File: config.mk
export PLATFORM = sky130hd
export DESIGN_NAME = quad_dac_serial_loader
export DESIGN_NICKNAME = d
export VERILOG_FILES = /design/src/rtl/qdl_pkg.sv /design/src/rtl/qdl_sync.sv /design/src/rtl/qdl_shifter.sv /design/src/rtl/qdl_channel.sv /design/src/rtl/quad_dac_serial_loader.sv
export SDC_FILE = /design/constraint.sdc
export NUM_CORES = 1
export LEC_CHECK = 0
export CAP_MARGIN = 20
export CORE_ASPECT_RATIO = 1.25
export CORE_MARGIN = 2
export CORE_UTILIZATION = 35
export DETAILED_ROUTE_END_ITERATION = 10
export GPL_TIMING_DRIVEN = 0
export HOLD_SLACK_MARGIN = 0.08
export MAX_ROUTING_LAYER = met4
export PLACE_DENSITY_LB_ADDON = 0.2
export SYNTH_ARGS = -nofsm -noshare
export SYNTH_HDL_FRONTEND = slang
export SYNTH_HIERARCHICAL = 1
export SYNTH_SLANG_ARGS = --single-unit
File: constraint.sdc
create_clock -name clk -period 3 [get_ports clk]
set_input_delay 0.6 -clock clk [delete_from_list [all_inputs] [get_ports clk]]
set_output_delay 0.6 -clock clk [all_outputs]
set_load 0.02 [all_outputs]
File: src/rtl/qdl_pkg.sv
package qdl_pkg;
  localparam int unsigned DATA_FIELD_W = 16;
  localparam int unsigned RSV_W        = 1;

  function automatic int unsigned frame_width(input int unsigned pkg_w, input int unsigned ch_aw);
    return pkg_w + RSV_W + ch_aw + DATA_FIELD_W;
  endfunction

  typedef enum logic {SH_IDLE = 1'b0, SH_CAPTURE = 1'b1} sh_state_e;
endpackage

File: src/rtl/qdl_sync.sv
module qdl_sync #(
  parameter int unsigned W      = 1,
  parameter int unsigned STAGES = 2,
  parameter logic [W-1:0] RST_VAL = '0
) (
  input  logic         clk,
  input  logic         rst,
  input  logic [W-1:0] d,
  output logic [W-1:0] q
);
  logic [STAGES-1:0][W-1:0] stage;

  always_ff @(posedge clk) begin
    if (rst) begin
      stage <= {STAGES{RST_VAL}};
    end else begin
      stage[0] <= d;
      for (int s = 1; s < STAGES; s++) stage[s] <= stage[s-1];
    end
  end

  assign q = stage[STAGES-1];
endmodule

File: src/rtl/qdl_shifter.sv
module qdl_shifter #(
  parameter int unsigned FRAME_W = 24
) (
  input  logic               clk,
  input  logic               rst,
  input  logic               sclk_s,
  input  logic               fsync_n_s,
  input  logic               sdata_s,
  output logic               frame_vld,
  output logic [FRAME_W-1:0] frame_word
);
  import qdl_pkg::*;
  localparam int unsigned CNT_MAX = FRAME_W + 1;
  localparam int unsigned CNT_W   = $clog2(CNT_MAX + 1);

  sh_state_e          state;
  logic               sclk_d, fsync_d;
  logic [CNT_W-1:0]   bit_cnt;
  logic [FRAME_W-1:0] shreg;
  logic               strobe_fall, strobe_rise, clk_fall;

  assign strobe_fall = fsync_d & ~fsync_n_s;
  assign strobe_rise = ~fsync_d & fsync_n_s;
  assign clk_fall    = sclk_d & ~sclk_s;

  always_ff @(posedge clk) begin
    if (rst) begin
      state      <= SH_IDLE;
      sclk_d     <= 1'b1;
      fsync_d    <= 1'b1;
      bit_cnt    <= '0;
      shreg      <= '0;
      frame_vld  <= 1'b0;
      frame_word <= '0;
    end else begin
      sclk_d    <= sclk_s;
      fsync_d   <= fsync_n_s;
      frame_vld <= 1'b0;
      if (strobe_fall) begin
        state   <= SH_CAPTURE;
        bit_cnt <= '0;
      end else if (strobe_rise) begin
        state <= SH_IDLE;
        if (state == SH_CAPTURE && bit_cnt == CNT_W'(FRAME_W)) begin
          frame_vld  <= 1'b1;
          frame_word <= shreg;
        end
      end else if (state == SH_CAPTURE && !fsync_n_s && clk_fall) begin
        shreg <= {shreg[FRAME_W-2:0], sdata_s};
        if (bit_cnt != CNT_W'(CNT_MAX)) bit_cnt <= bit_cnt + 1'b1;
      end
    end
  end
endmodule

File: src/rtl/qdl_channel.sv
module qdl_channel #(
  parameter int unsigned CODE_W = 14
) (
  input  logic              clk,
  input  logic              rst,
  input  logic              wr_en,
  input  logic [CODE_W-1:0] wr_code,
  input  logic              xfer,
  output logic [CODE_W-1:0] inreg_q,
  output logic [CODE_W-1:0] latch_q
);
  always_ff @(posedge clk) begin
    if (rst) begin
      inreg_q <= '0;
      latch_q <= '0;
    end else begin
      if (wr_en) inreg_q <= wr_code;
      if (xfer)  latch_q <= inreg_q;
    end
  end
endmodule

File: src/rtl/quad_dac_serial_loader.sv
module quad_dac_serial_loader #(
  parameter int unsigned CH_N        = 4,
  parameter int unsigned CODE_W      = 14,
  parameter int unsigned PKG_W       = 5,
  parameter int unsigned SYNC_STAGES = 2
) (
  input  logic                     clk,
  input  logic                     rst,
  input  logic                     sclk_in,
  input  logic                     fsync_n_in,
  input  logic                     sdata_in,
  input  logic                     load_n_in,
  input  logic                     clear_n,
  input  logic [PKG_W-1:0]         pkg_strap,
  input  logic                     pkg_ignore,
  output logic [CH_N*CODE_W-1:0]   dac_code,
  output logic [CH_N-1:0]          clamp_flag
);
  localparam int unsigned CH_AW   = $clog2(CH_N);
  localparam int unsigned FRAME_W = qdl_pkg::frame_width(PKG_W, CH_AW);
  localparam int unsigned CH_LSB  = qdl_pkg::DATA_FIELD_W;
  localparam int unsigned PKG_LSB = FRAME_W - PKG_W;

  logic [3:0]               sync_q;
  logic                     sclk_s, fsync_n_s, sdata_s, load_req;
  logic                     frame_vld;
  logic [FRAME_W-1:0]       frame_word;
  logic                     accept, xfer;
  logic [CH_AW-1:0]         sel_ch;
  logic [CH_N*CODE_W-1:0]   inreg_flat;

  // bit 3 sclk, 2 strobe, 1 data, 0 load; idle levels 1,1,0,1
  qdl_sync #(.W(4), .STAGES(SYNC_STAGES), .RST_VAL(4'b1101)) u_sync (
    .clk(clk), .rst(rst),
    .d({sclk_in, fsync_n_in, sdata_in, load_n_in}),
    .q(sync_q)
  );
  assign sclk_s    = sync_q[3];
  assign fsync_n_s = sync_q[2];
  assign sdata_s   = sync_q[1];
  assign load_req  = ~sync_q[0];

  qdl_shifter #(.FRAME_W(FRAME_W)) u_shift (
    .clk(clk), .rst(rst),
    .sclk_s(sclk_s), .fsync_n_s(fsync_n_s), .sdata_s(sdata_s),
    .frame_vld(frame_vld), .frame_word(frame_word)
  );

  assign sel_ch = frame_word[CH_LSB +: CH_AW];
  assign accept = frame_vld & (pkg_ignore | (frame_word[PKG_LSB +: PKG_W] == pkg_strap));
  assign xfer   = load_req & clear_n;

  for (genvar ch = 0; ch < CH_N; ch++) begin : g_ch
    qdl_channel #(.CODE_W(CODE_W)) u_chan (
      .clk(clk), .rst(rst),
      .wr_en(accept && sel_ch == CH_AW'(ch)),
      .wr_code(frame_word[CODE_W-1:0]),
      .xfer(xfer),
      .inreg_q(inreg_flat[ch*CODE_W +: CODE_W]),
      .latch_q(dac_code[ch*CODE_W +: CODE_W])
    );
  end

  always_ff @(posedge clk or negedge clear_n) begin
    if (!clear_n)  clamp_flag <= '1;
    else if (rst)  clamp_flag <= '1;
    else if (xfer) clamp_flag <= '0;
  end
endmodule

* Word-level counts from Yosys, hierarchy flattened *
Index checks and enable logic that the tools add are counted.
Widths: inputs -> output; s select.

word-level totals
  register bits = 181
  input bits = 13
  output and inout bits = 60
  logic and storage cells = 58

operators by class
  add/sub/neg operators = 1
  equal/unequal tests = 6
  mux-type cells = 5
  bitwise gates (word level) = 12
  reduce and logical (&&, ||, !) cells = 16

operators by type and width
  cell                 number
  $reduce_and 3->1     3
  $mux 4               2
  $logic_and 1x1->1    7
  $not 1->1            6
  $add 5x1->5 const B  1
  $and 1x1->1          5
  $eq 5x5->1           1
  $eq 5x5->1 const B   1
  $ne 5x5->1 const B   1
  $eq 2x2->1 const B   2
  $reduce_bool 2->1    2
  $mux 1               3
  $reduce_or 3->1      1
  $eq 2x1->1 const B   1
  $logic_not 2->1      1
  $reduce_or 2->1      1
  $logic_not 1->1      1
  $or 1x1->1           1

* Depth between registers and ports, before layout *
Gate-level depths: netlist of the first run.

  depth in word-level cells = 4
  mapped depth = 8
  gate-level depth less buffers = 5

* By module *
Netlist of the first run, hierarchy kept.

by module, submodules not included
  module                  times used  cells each  area each (um^2)  sequential area each (um^2)
  qdl_channel             4           91          1,023.5           560.5
  qdl_shifter             1           270         2,297.2           1,141.1
  qdl_sync                1           20          240.2             160.2
  quad_dac_serial_loader  1           24          195.2             26.3

* Worst setup path after synthesis of the first run *
OpenSTA, ideal clock, no wires.

  path kind = input to register
  from = input port pkg_strap[0]
  to = register g_ch[0].u_chan.inreg_q[10]
  library setup time = 0.117 ns
  arrival time = 1.577 ns
  required time = 2.883 ns
  slack = 1.305 ns
  stages = 7
  buffers on the path = 2
  path through = xnor2_1 > nand4_1 > o32ai_1 > buf_6 > buf_12 > mux2i_1 > nor2_1

on the way
  longest elaborated chain between the ends = 4

ends and longest elaborated chain
  element                 RTL line                      text
  start: declaration      quad_dac_serial_loader.sv:14  input logic [PKG_W-1:0] pkg_strap,
  $eq 5x5->1              quad_dac_serial_loader.sv:50  assign accept = frame_vld & (pkg_ignore | (frame_word[PKG_LSB +: PKG_W] == pkg_strap));
  $or 1x1->1              quad_dac_serial_loader.sv:50
  $and 1x1->1             quad_dac_serial_loader.sv:50
  $logic_and 1x1->1       quad_dac_serial_loader.sv:56  .wr_en(accept && sel_ch == CH_AW'(ch)),
  end signal: assignment  qdl_channel.sv:17             if (wr_en) inreg_q <= wr_code;
  end: declaration        qdl_channel.sv:9              output logic [CODE_W-1:0] inreg_q,

No other way between the ends.
A chain may end at the register's enable or synchronous reset.

==> out/results.env, run 1 <==
RUN_STATUS='complete, no violations'
GRT_ANTENNA_BEFORE_REPAIR=0
END_KIND='output port'
HIGHEST_CLOCK_RATE_MHz=438.1
CRIT_ARRIVAL_NS=1.68
WORST_SETUP_START_KIND='flop'
COUNT_OF_INSERTED_ANTENNA_DIODE_CELLS=0
DESIGN_AREA_UM2=8363
INITIAL_CELL_DENSITY_OF_THE_CORE_PCT=35.79
FILL_CELLS=1793
TIMING.CRITICAL_PATH.FANOUT_MAX=5
POST-ROUTE-DRC-COUNT=0
TOP_LEVEL_PORTS=73
NUMCLOCKSINKS=175
POWER.IR.VDD_WORST_uV=348.5
STD_CELL_ROWS=56
GRT_FIRST_PASS_WIRELENGTH_MM=25.36
MAPPEDNETLISTAREA_UM2=6721
WORST_SKEW_PAIR.LATE_LATENCY_NS=0.42
TIMING.RR.END='u_shift/shreg[5]$_SDFFE_PP0P_'
FINALNONFILLERCELLS=1001
SYN_INST=666
STATIC-LEAKAGE-POWER_uW=0.002855
DRT_ITER0_MARKERS=268
AREA.GROWTH.SYNTH_TO_FINAL_PCT=24.42
NUMPLACEDINSTANCES=970
POST-ROUTE-PERIOD-UTIL_PCT=76.08
PLACEMENT.IO_BUFFERS=72
BUFS_ON_LONGEST_CLOCK_PATH=2
SEQUENTIAL_CELL_AREA_UM2=3510
SYN-NUM-NETS=684
PLACED_CELL_AREA_UM2=7732
HOLD-PATH-ENDPOINT='u_sync/q[0]$_SDFF_PP1_'
MIN-DELAY-PATH-CLASS='flop to flop'
CHIPHEIGHT_UM=158.9
DR_TOTAL_VIAS=4859
MAX-CAP-VIOLATIONS=0
NUMBER_OF_CELLS_ON_THE_WORST_HOLD_PATH=1
CORE_AREA_UM2=18780
GRT_MAX_DEGREE=17
ROUTED_WIRE_LENGTH_PER_INSTANCE_UM=15.38
CTSROOTBUFFERMASTER='sky130_fd_sc_hd__clkbuf_16'
POST_ROUTE_CELLS_DRIVE_ABOVE_1_SHARE_PCT=10.66
POWER.DENSITY_nW_PER_UM2=573.0
TOTAL_OF_WARNINGS_RAISED_BY_YOSYS=6
TRITONCTS='yes'
TIMING.SLEW.HEADROOM_PCT=48.90
AREA_USED_BY_MULTI_INPUT_COMBINATIONAL_LOGIC_UM2=2695
R2R_SETUP_SLACK_NS=1.16
NUMBER_OF_RESIZED_INSTANCES_IN_THE_POST_CTS_REPAIR_STEP=0
CLKSLEWWORSTSETUPHOLDPATHS_NS=0.06
VIAS_IN_THE_FIRST_GLOBAL_ROUTE=4856
MAPPED_AVG_CELL_AREA_UM2=10.09
FINAL.SETUP.TNS_NS=0
FP.DIEAREA_UM2=20340
ROUTED_WIRELENGTH_MM=15.40
FP.DIEW_UM=128.0
HOLDCRITSTARTPOINT='u_sync/stage[0]$_SDFF_PP1_'
DETAILEDPLACEMENTHPWL_MM=11.20
LEVEL_COUNT_OF_THE_CLOCK_H_TREE=4
FINALWEIGHTEDCONGESTION=0.8014
WORST_SLEW_PIN_SLEW_NS=0.7649
PINS_OVER_SLEW_LIMIT=0
CELL_COUNT_OF_THE_WORST_REG_TO_REG_PATH=8
MIN_CLOCK_PERIOD_POST_ROUTE_NS=2.283
FIN_CLK_SKEW_NS=0.01220
POSTROUTEANTENNANETS=0
R2R_START='u_sync/q[2]$_SDFF_PP1_'
FINALNETCOUNT=775
GR-USAGE-ALL-LAYERS_PCT=16.35
ENDPOINTS_FAILING_HOLD=0
FIRSTDRTPASSITERS=6
CTS_HOLD_REPAIR.BUFFERS=0
CTS_SETUP_BUFFERS=0
TRITONCTS.NUM_BUFFERS=17
FINALSETUPVIOLCOUNT=0
ROUTE.DETAILED.VIAS_PER_INST=4.854
CRITPATHKIND='flop to output port'
REQUIRED_TIME_OF_THE_CRITICAL_PATH_NS=2.40
TOTAL_CONGESTION_OVERFLOW=0
SETUP_REPAIR_AFTER_GLOBAL_ROUTING_MISSED_ITS_MARGIN='false'
## cells in the final DEF, fill, tap and decap left out, drive strengths merged, types with 3 or more instances in the layout
| master | n |
|---|---|
| o32ai | 4 |
| nand3 | 46 |
| clkbuf | 36 |
| o21ai | 46 |
| nand2 | 4 |
| clkdlybuf4s50 | 72 |
| mux2i | 114 |
| or2 | 8 |
| ha | 5 |
| dfxtp | 174 |
| clkinv | 5 |
| nor2b | 3 |
| xnor2 | 5 |
| buf | 48 |
| inv | 8 |
| nor2 | 114 |
| bufinv | 4 |
| nand4 | 5 |
| a21oi | 45 |
## critical path: stages, from the launching register on
cell	delay, ns
sky130_fd_sc_hd__dfstp_2	0.57
sky130_fd_sc_hd__buf_4	0.11
sky130_fd_sc_hd__clkdlybuf4s50_1	0.59
## power breakdown
part / internal, uW / switching [uW]
sequential: 2330 / 2.25
clock: 1450 / 869
combinational: 55.0 / 81.1
total: 3840 / 953
## per-layer routing
| metal | wire length (um) | track usage, % | vias to the layer above |
|---|---|---|---|
| met5 | 0 | - | - |
| met4 | 350 | 6.144 | 0 |
| met3 | 459 | 3.629 | 23 |
| met2 | 7896 | 27.59 | 79 |
| met1 | 6693 | 18.90 | 2290 |
| li1 | - | - | 2467 |
## flip-flops by register name (all words and copies together), names as in the netlist
signal and cells:
u_shift/sclk_d 1, u_shift/frame_word 21, u_sync/stage 4, g_ch.u_chan/inreg_q 56
u_shift/state 1, u_shift/fsync_d 1, u_sync/q 4, clamp_flag 1
u_shift/bit_cnt 5, g_ch.u_chan/latch_q 56, u_shift/shreg 24, u_shift/frame_vld 1
## area by class of cell
class                           instances  area share [%]
Sequential cell                       175           41.97
Multi-Input combinational cell        420           32.23
Timing Repair Buffer                   72           8.618
Buffer                                 63           5.820
Clock buffer                           21           5.625
Tap cell                              232           3.471
Clock inverter                         10           1.915
Inverter                                8          0.3591
## how the worst max path moves through the flow
| stage | start | end | slack [ns] | depth (start not counted) |
|---|---|---|---|---|
| floorplan | pkg_strap[0] | g_ch[0].u_chan/inreg_q[10]$_SDFFE_PP0P_ | 1.31 | 7 |
| global placement | rst | u_shift/frame_vld$_SDFF_PP0_ | 0.46 | 4 |
| detailed placement | pkg_strap[3] | g_ch[1].u_chan/inreg_q[12]$_SDFFE_PP0P_ | 0.41 | 8 |
| CTS | clamp_flag[2]$_DFFE_PN1P_ | clamp_flag[2] | 0.69 | 2 |
| global route | clamp_flag[2]$_DFFE_PN1P_ | clamp_flag[2] | 0.66 | 2 |
| finish | clamp_flag[2]$_DFFE_PN1P_ | clamp_flag[3] | 0.72 | 2 |
## through the flow
| stage | util (%) | hold slack [ns] | worst slack [ns] | total power, uW |
|---|---|---|---|---|
| 6_report | 44.54 | 0.4062 | 0.7175 | 4792 |
| 5_1_grt | 44.54 | 0.4234 | 0.6579 | 4954 |
| 4_1_cts | 44.54 | 0.4080 | 0.6947 | 4844 |
| 3_5_place_dp | 41.18 | 0.3899 | 0.4127 | 2521 |
| 3_3_place_gp | 41.18 | 0.3878 | 0.4633 | 2519 |
| 2_1_floorplan | - | 0.3832 | 1.305 | 2471 |
Power figures use the tool's default switching activity.
==> run 2: changes to the inputs <==
- clock period: 3 -> 2.2 ns (I/O delays scaled with it)
==> results of run 2 <==
The final DEF is identical to that of run 1. Status: complete, no violations.
Among the figures that moved: setup slack after placement 0.4127 ns -> -0.2273 ns; setup slack after layout 0.7175 ns -> 0.07745 ns; hold slack 0.4062 ns -> 0.3482 ns; register-to-register setup slack 1.16 ns -> 0.36 ns; total power 4792 uW -> 6534 uW; worst IR drop on VDD 348.5 uV -> 475.3 uV
